`src/rtl/edid_seq_pkg.sv`:
```
package edid_seq_pkg;
  typedef enum logic [2:0] {
    ST_IDLE, ST_EXT, ST_BLK, ST_TREQ, ST_WCS, ST_WRSP, ST_FIN
  } seqState_t;

  typedef struct packed {
    logic clearAll;
    logic captureExt;
    logic storeByte;
  } dpCtl_t;
endpackage

```
`src/rtl/edid_seq_dp.sv`:
```
module edid_seq_dp
  import edid_seq_pkg::*;
#(
  parameter int BLOCK_BYTES = 128,
  parameter int IDX_W = $clog2(2 * BLOCK_BYTES)
) (
  input  logic             clk,
  input  logic             rstN,
  input  dpCtl_t           ctl,
  input  logic [7:0]       rdByte,
  input  logic [IDX_W-1:0] rdAddr,
  output logic [IDX_W-1:0] idx,
  output logic             blockEnd,
  output logic             extFlag,
  output logic             badSum,
  output logic [7:0]       lastCsum,
  output logic [7:0]       rdData
);
  localparam int BW = $clog2(BLOCK_BYTES);
  localparam int DEPTH = 2 * BLOCK_BYTES;

  logic [7:0] buffer [DEPTH];
  logic [7:0] sum;
  logic [7:0] sumNext;

  assign sumNext  = sum + rdByte;
  assign blockEnd = (idx[BW-1:0] == {BW{1'b1}});
  // After the last store idx points one past the last block's final byte
  assign lastCsum = buffer[idx - 1'b1];
  assign rdData   = buffer[rdAddr];

  always_ff @(posedge clk or negedge rstN) begin
    if (!rstN) begin
      idx     <= '0;
      sum     <= '0;
      badSum  <= 1'b0;
      extFlag <= 1'b0;
    end else if (ctl.clearAll) begin
      idx     <= '0;
      sum     <= '0;
      badSum  <= 1'b0;
      extFlag <= 1'b0;
    end else begin
      if (ctl.captureExt) extFlag <= |rdByte;
      if (ctl.storeByte) begin
        idx <= idx + 1'b1;
        if (blockEnd) begin
          sum <= '0;
          if (sumNext != 8'd0) badSum <= 1'b1;
        end else begin
          sum <= sumNext;
        end
      end
    end
  end

  always_ff @(posedge clk) begin
    if (ctl.storeByte) buffer[idx] <= rdByte;
  end

  // without an announced extension, stores stay inside block 0
  p_store_in_block0_r3: assert property (@(posedge clk) disable iff (!rstN)
    (ctl.storeByte && !extFlag) |-> (idx < IDX_W'(BLOCK_BYTES)));
endmodule

```
`src/rtl/edid_seq_ctl.sv`:
```
module edid_seq_ctl
  import edid_seq_pkg::*;
#(
  parameter int          IDX_W      = 8,
  parameter int          ADDR_W     = 16,
  parameter int          EXT_OFFSET = 126,
  parameter int          MAX_TRIES  = 3,
  parameter int          TREQ_ADDR  = 'h218,
  parameter int          TCSUM_ADDR = 'h261,
  parameter int          TRESP_ADDR = 'h260,
  parameter int          TREQ_BIT   = 2,
  parameter logic [7:0]  TRESP_VAL  = 8'h04
) (
  input  logic              clk,
  input  logic              rstN,
  input  logic              start,
  input  logic              chAck,
  input  logic              chErr,
  input  logic [7:0]        chRdata,
  input  logic [IDX_W-1:0]  idx,
  input  logic              blockEnd,
  input  logic              extFlag,
  input  logic [7:0]        lastCsum,
  output dpCtl_t            ctl,
  output logic              chReq,
  output logic              chSpace,
  output logic [ADDR_W-1:0] chAddr,
  output logic              chWrite,
  output logic [7:0]        chWdata,
  output logic              done,
  output logic              pass
);
  localparam int TRY_W = $clog2(MAX_TRIES + 1);

  seqState_t state, stateNext;
  logic [TRY_W-1:0] tries;
  logic triesClr, triesInc, passSet, failNow, xfer;

  assign xfer = chReq && chAck;

  always_comb begin
    stateNext = state;
    ctl       = '0;
    triesClr  = 1'b0;
    triesInc  = 1'b0;
    passSet   = 1'b0;
    failNow   = 1'b0;
    case (state)
      ST_IDLE: begin
        if (start) begin
          ctl.clearAll = 1'b1;
          triesClr     = 1'b1;
          stateNext    = ST_EXT;
        end
      end
      ST_EXT: begin
        if (xfer) begin
          if (chErr) begin
            failNow = 1'b1;
          end else begin
            ctl.captureExt = 1'b1;
            stateNext      = ST_BLK;
          end
        end
      end
      ST_BLK: begin
        if (xfer) begin
          if (chErr) begin
            failNow = 1'b1;
          end else begin
            ctl.storeByte = 1'b1;
            if (blockEnd) begin
              stateNext = (extFlag && !idx[IDX_W-1]) ? ST_BLK : ST_TREQ;
            end
          end
        end
      end
      ST_TREQ: begin
        if (xfer) begin
          if (chErr) begin
            failNow = 1'b1;
          end else if (chRdata[TREQ_BIT]) begin
            stateNext = ST_WCS;
          end else begin
            passSet   = 1'b1;
            stateNext = ST_FIN;
          end
        end
      end
      ST_WCS: begin
        if (xfer) begin
          if (chErr) failNow = 1'b1;
          else stateNext = ST_WRSP;
        end
      end
      ST_WRSP: begin
        if (xfer) begin
          if (chErr) begin
            failNow = 1'b1;
          end else begin
            passSet   = 1'b1;
            stateNext = ST_FIN;
          end
        end
      end
      ST_FIN:  stateNext = ST_IDLE;
      default: stateNext = ST_IDLE;
    endcase
    if (failNow) begin
      if (tries == TRY_W'(MAX_TRIES - 1)) begin
        stateNext = ST_FIN;
      end else begin
        ctl.clearAll = 1'b1;
        triesInc     = 1'b1;
        stateNext    = ST_EXT;
      end
    end
  end

  always_ff @(posedge clk or negedge rstN) begin
    if (!rstN) begin
      state <= ST_IDLE;
      tries <= '0;
      pass  <= 1'b0;
    end else begin
      state <= stateNext;
      if (triesClr) tries <= '0;
      else if (triesInc) tries <= tries + 1'b1;
      if (triesClr) pass <= 1'b0;
      else if (passSet) pass <= 1'b1;
    end
  end

  always_comb begin
    chReq   = 1'b1;
    chSpace = 1'b1;
    chWrite = 1'b0;
    chWdata = 8'h00;
    chAddr  = '0;
    case (state)
      ST_EXT: begin
        chSpace = 1'b0;
        chAddr  = ADDR_W'(EXT_OFFSET);
      end
      ST_BLK: begin
        chSpace = 1'b0;
        chAddr  = {{(ADDR_W-IDX_W){1'b0}}, idx};
      end
      ST_TREQ: chAddr = ADDR_W'(TREQ_ADDR);
      ST_WCS: begin
        chAddr  = ADDR_W'(TCSUM_ADDR);
        chWrite = 1'b1;
        chWdata = lastCsum;
      end
      ST_WRSP: begin
        chAddr  = ADDR_W'(TRESP_ADDR);
        chWrite = 1'b1;
        chWdata = TRESP_VAL;
      end
      default: begin
        chReq   = 1'b0;
        chSpace = 1'b0;
      end
    endcase
  end

  assign done = (state == ST_FIN);

  // request and its fields stay frozen until acknowledged
  p_hold_until_ack_r8: assert property (@(posedge clk) disable iff (!rstN)
    (chReq && !chAck) |=> (chReq && $stable(chAddr) && $stable(chSpace)
                            && $stable(chWrite) && $stable(chWdata)));

  // a fresh request always opens with the extension-count read
  p_ext_first_r2: assert property (@(posedge clk) disable iff (!rstN)
    $rose(chReq) |-> (!chSpace && !chWrite && chAddr == ADDR_W'(EXT_OFFSET)));

  // writes are only issued into sink-register space
  p_write_sink_only_r5: assert property (@(posedge clk) disable iff (!rstN)
    (chReq && chWrite) |-> chSpace);

  // done lasts a single cycle
  p_done_pulse_r7: assert property (@(posedge clk) disable iff (!rstN)
    done |=> !done);

  // a retry begins right after an errored completion unless tries ran out
  p_retry_restart_r6: assert property (@(posedge clk) disable iff (!rstN)
    (xfer && chErr && !done && tries != TRY_W'(MAX_TRIES - 1)) |=>
      (chReq && !chSpace && chAddr == ADDR_W'(EXT_OFFSET)));
endmodule

```
`src/rtl/edid_fetch_seq.sv`:
```
module edid_fetch_seq
  import edid_seq_pkg::*;
#(
  parameter int          BLOCK_BYTES = 128,
  parameter int          ADDR_W      = 16,
  parameter logic [6:0]  DEV_ADDR    = 7'h50,
  parameter int          EXT_OFFSET  = 126,
  parameter int          MAX_TRIES   = 3,
  parameter int          TREQ_ADDR   = 'h218,
  parameter int          TCSUM_ADDR  = 'h261,
  parameter int          TRESP_ADDR  = 'h260,
  parameter int          TREQ_BIT    = 2,
  parameter logic [7:0]  TRESP_VAL   = 8'h04,
  localparam int         IDX_W       = $clog2(2 * BLOCK_BYTES)
) (
  input  logic              clk,
  input  logic              rstN,
  input  logic              start,
  output logic              chReq,
  output logic              chSpace,
  output logic [6:0]        chDev,
  output logic [ADDR_W-1:0] chAddr,
  output logic              chWrite,
  output logic [7:0]        chWdata,
  input  logic              chAck,
  input  logic              chErr,
  input  logic [7:0]        chRdata,
  output logic              done,
  output logic              pass,
  output logic              badSum,
  output logic              extPresent,
  input  logic [IDX_W-1:0]  rdAddr,
  output logic [7:0]        rdData
);
  dpCtl_t           ctl;
  logic [IDX_W-1:0] idx;
  logic             blockEnd;
  logic [7:0]       lastCsum;

  assign chDev = DEV_ADDR;

  edid_seq_ctl #(
    .IDX_W(IDX_W), .ADDR_W(ADDR_W), .EXT_OFFSET(EXT_OFFSET),
    .MAX_TRIES(MAX_TRIES), .TREQ_ADDR(TREQ_ADDR), .TCSUM_ADDR(TCSUM_ADDR),
    .TRESP_ADDR(TRESP_ADDR), .TREQ_BIT(TREQ_BIT), .TRESP_VAL(TRESP_VAL)
  ) u_ctl (
    .clk(clk), .rstN(rstN), .start(start),
    .chAck(chAck), .chErr(chErr), .chRdata(chRdata),
    .idx(idx), .blockEnd(blockEnd), .extFlag(extPresent), .lastCsum(lastCsum),
    .ctl(ctl), .chReq(chReq), .chSpace(chSpace), .chAddr(chAddr),
    .chWrite(chWrite), .chWdata(chWdata), .done(done), .pass(pass)
  );

  edid_seq_dp #(
    .BLOCK_BYTES(BLOCK_BYTES), .IDX_W(IDX_W)
  ) u_dp (
    .clk(clk), .rstN(rstN), .ctl(ctl), .rdByte(chRdata), .rdAddr(rdAddr),
    .idx(idx), .blockEnd(blockEnd), .extFlag(extPresent), .badSum(badSum),
    .lastCsum(lastCsum), .rdData(rdData)
  );
endmodule

```
`config.mk`:
```
export PLATFORM = sky130hd
export DESIGN_NAME = edid_fetch_seq
export DESIGN_NICKNAME = d
export VERILOG_FILES = /design/src/rtl/edid_seq_pkg.sv /design/src/rtl/edid_seq_dp.sv /design/src/rtl/edid_seq_ctl.sv /design/src/rtl/edid_fetch_seq.sv
export SDC_FILE = /design/constraint.sdc
export NUM_CORES = 2
export LEC_CHECK = 0
export BUFFER_PORTS_ARGS = -buffer_cell sky130_fd_sc_hd__buf_2
export CAP_MARGIN = 5
export CORE_AREA = 2 2 516 518
export DETAILED_ROUTE_END_ITERATION = 8
export DIE_AREA = 0 0 518 520
export PLACE_DENSITY = 0.53
export SYNTH_ARGS = -nofsm -noshare
export SYNTH_HDL_FRONTEND = slang
export SYNTH_SLANG_ARGS = --single-unit
```
`constraint.sdc`:
```
create_clock -name clk -period 5.6 [get_ports clk]
set_clock_uncertainty 0.1 [all_clocks]
set_input_delay 1.68 -clock clk [delete_from_list [all_inputs] [get_ports clk]]
set_output_delay 1.68 -clock clk [all_outputs]
set_load 0.03 [all_outputs]
```
==> metrics.md <==
| Metric | Value |
|---|---|
| Status | finished with violations |
| Violated checks | negative setup slack |
| Reg2reg path depth | 7 |
| Multi-input logic area | 0.03455 mm2 |
| Gr ovfl total | 0 |
| Vias in the first global route | 55,980 |
| DRT Pass-1 Iters | 6 |
| Critical Path RT | 3820 ps |
| Die width | 518 um |
| HP Start | u_ctl.tries[0]$_DFFE_PN0P_ |
| Synth Cell Area | 0.09716 mm2 |
| # IOs | 67 |
| DR vias/cell | 6.182 |
| Worst Hold End | u_ctl.tries[0]$_DFFE_PN0P_ |
| Largest net degree at the start of global routing | 200 |
| FF+latch count, synth | 2,072 |
| First-pass GRT wire length | 460,900 um |
| Synthesis warning total | 0 |
| Critical R2R Launch | u_ctl.state[1]$_DFFE_PN0P_ |
| RSZ-0062 raised after global routing | true |
| Period minus WS final | 6487 ps |
| Total track usage | 24.38% |
| Starting Density | 36.82% |
| WL final | 332,700 um |
| Ratio of cells with drive above 1 in the final layout | 46.85% |
| CTS H-tree depth | 4 |
| Synth Area in Simple Gates | 3.107% |
| CTS Buf Count | 221 |
| Post-Synth Adder-Cell Area | 0.1751% |
| HP Class | flop to flop |
| Final worst-path cycle share | 115.8% |
| Port-buffer cells | 52 |
| Placeable Area | 0.2639 mm2 |
| Sum of buffers and inverters on the critical path | 5 |
| Static leakage | 37.81 nW |
| RePlAce Congestion | 0.8577 |
| DP Cell Count | 8,558 |
| CTS tree | built |
| Area Growth Syn to Fin | 22.24% |
| CP max stage delay | 580 ps |
| Max-cap violation count | 0 |
| Clk sinks | 2,072 |
| WS Path Type | input port to output port |
| Seq. cell area | 0.06210 mm2 |
| Setup ws final | -886.6 ps |
| DR vias | 56,740 |
| Final net count | 5,483 |
| Iter 0 DRT Violations | 7,818 |
| Max Clk Rate | 0.1542 GHz |
| Rel. slew slack | 2.238% |
| Synth async-reset ratio | 1.158% |
| Ys flop type | edfxtp_1 |
| Worst flop-to-flop path endpoint | u_dp.buffer[114][7]$_DFFE_PP_ |
| XOR/XNOR Fraction of Synth Area | 0.1713% |
| Endpoints failing hold | 0 |
| CP top delay family | multiplexers |
| Die height | 520 um |
| Fill cells | 22,420 |
| Post-layout util | 45.01% |
| CP max FO | 7 |
| Non-Filler Instances | 9,179 |
| Root Buffer | clkbuf_16 |
| FP Rows | 189 |
| Final setup fails | 16 |
| Post-route ant nets | 0 |
| CTS Buffer Depth | 3 |
| Multiplexer share of the synthesized area | 29.52% |
| WP data arrival | 4710 ps |
| Slew Limit Fails | 0 |
| Gate Count Post-Synth | 4,718 |
| WHS Path Cells | 1 |
| Compound-cell area share of the yosys netlist | 1.228% |
| Setup crit start kind | input port |
| Synth Area per Inst | 20.59 um2 |
| Post-synth EDFFs | 2,048 |
| Sequential area share after synthesis | 63.91% |
| Crit path cell chain | buf_16, buf_16, buf_16, buf_4, mux4_2, mux4_2, mux4_2, a22oi_2, nand2_2, buf_6 |
| Worst-Margin Slew | 1466 ps |
| Slowest CP cell | mux4_2 |
| Routed wire per std cell | 36.25 um |
| DIE AREA | 0.2694 mm2 |
| Largest family of logic cells by synthesized area | multiplexers |
| Initial antenna violation count | 12 |
| Worst reg-to-reg setup slack | 1350 ps |
| Synth unique cells | 59 |
| PwrDens | 382.9 mW/mm2 |
| Hpwl dp | 216,500 um |
| Cts hold-fix bufs | 0 |
| Drt drc | 0 |
| Clock Pin Slew Worst Setup and Hold Paths | 60 ps |
| CP Capture Type | output port |
| Clock Latency Late Sink | 880 ps |
| Worst IR drop on VDD | 0.0003647 V |
==> cell usage after synthesis (17+ instances only) <==
master,instances,area [um2]
mux4_2,1254,28240
buf_2,133,665.6
edfxtp_1,2048,61500
buf_1,27,101.4
clkbuf_1,193,724.4
a22oi_1,17,127.6
nor3_1,22,110.1
buf_4,29,217.7
nand3_1,17,85.08
dfrtp_1,24,600.6
a21oi_1,47,235.2
nor2_1,330,1239
nand4_1,17,106.4
nand2_1,314,1179
o22ai_1,26,162.7
mux2i_1,38,380.4
==> sequential cells by signal (all words and copies together) (netlist names) <==
signal        flops
u_ctl.state       3
u_dp.extFlag      1
u_dp.buffer    2048
u_ctl.pass        1
u_ctl.tries       2
u_dp.idx          8
u_dp.badSum       1
u_dp.sum          8
==> worst max-delay path by stage <==
stage	depth (start not counted)	from	endpoint	slack [ps]
after CTS	9	rdAddr[1]	rdData[6]	-880
after floorplan	8	rdAddr[1]	rdData[0]	-20
after global placement	11	rdAddr[1]	rdData[1]	-1100
after detailed placement	11	rdAddr[1]	rdData[1]	-1100
after global routing	11	rdAddr[1]	rdData[1]	-870
final	10	rdAddr[1]	rdData[6]	-890
==> metal layers <==
| metal | routed length [um] | track usage (%) |
|---|---|---|
| met5 | 64 | 0 |
| met4 | 11050 | 7.426 |
| met3 | 29380 | 4.550 |
| met2 | 155100 | 37.68 |
| met1 | 137100 | 35.19 |
==> final cells by class <==
class	count	area share (%)
sequential	2072	52.29
multi-input combinational	2259	29.09
timing repair buffer	885	8.747
clock buffer	279	4.929
tap	3533	3.722
clock inverter	134	1.176
inverter	10	0.03371
antenna	7	0.01475
==> kinds of logic after synthesis <==
family | Yosys count
compound gates | 173
fa+ha+maj | 13
mux | 1296
flops | 2072
buf+inv | 399
other cells | 2
xor+xnor | 19
simple gates | 744
==> report_power, final <==
group | internal (mW) | leakage, nW | switching (mW)
combinational | 6.23 | 15.6 | 7.26
sequential | 17.1 | 18.7 | 0.0431
clock | 8.54 | 3.52 | 6.31
total | 31.9 | 37.8 | 13.6
==> cells in the final DEF (no fill, tap or decap), types with 43 or more instances in the layout <==
| master | n |
|---|---|
| edfxtp_1 | 2048 |
| mux4_2 | 1255 |
| buf_4 | 549 |
| nor2_1 | 323 |
| nand2_1 | 275 |
| clkbuf_16 | 232 |
| buf_12 | 133 |
| buf_6 | 71 |
| buf_16 | 64 |
| clkbuf_1 | 53 |
| clkinv_1 | 43 |
==> repair_timing <==
action | CTS | global route
gates resized for setup | 322 | 124
setup buffers | 103 | 61
setup endpoints to repair | 16 | 16
gates cloned | 47 | 7
pin swaps | 41 | 42
==> stage by stage <==
| step | worst slack, ps | setup TNS (ps) | hold slack, ps | power [mW] | area [um2] |
|---|---|---|---|---|---|
| 2_1_floorplan | -19.00 | -148.9 | 351.0 | 23.77 | 98200 |
| 3_3_place_gp | -1099 | -9784 | 376.1 | 28.36 | 106700 |
| 3_5_place_dp | -1104 | -9641 | 381.8 | 28.31 | 106700 |
| 4_1_cts | -875.6 | -10270 | 390.4 | 45.15 | 117800 |
| 5_1_grt | -866.8 | -10500 | 420.3 | 46.75 | 118800 |
| 6_report | -886.6 | -10060 | 394.8 | 45.48 | 118800 |
Power figures use the tool's default switching activity.
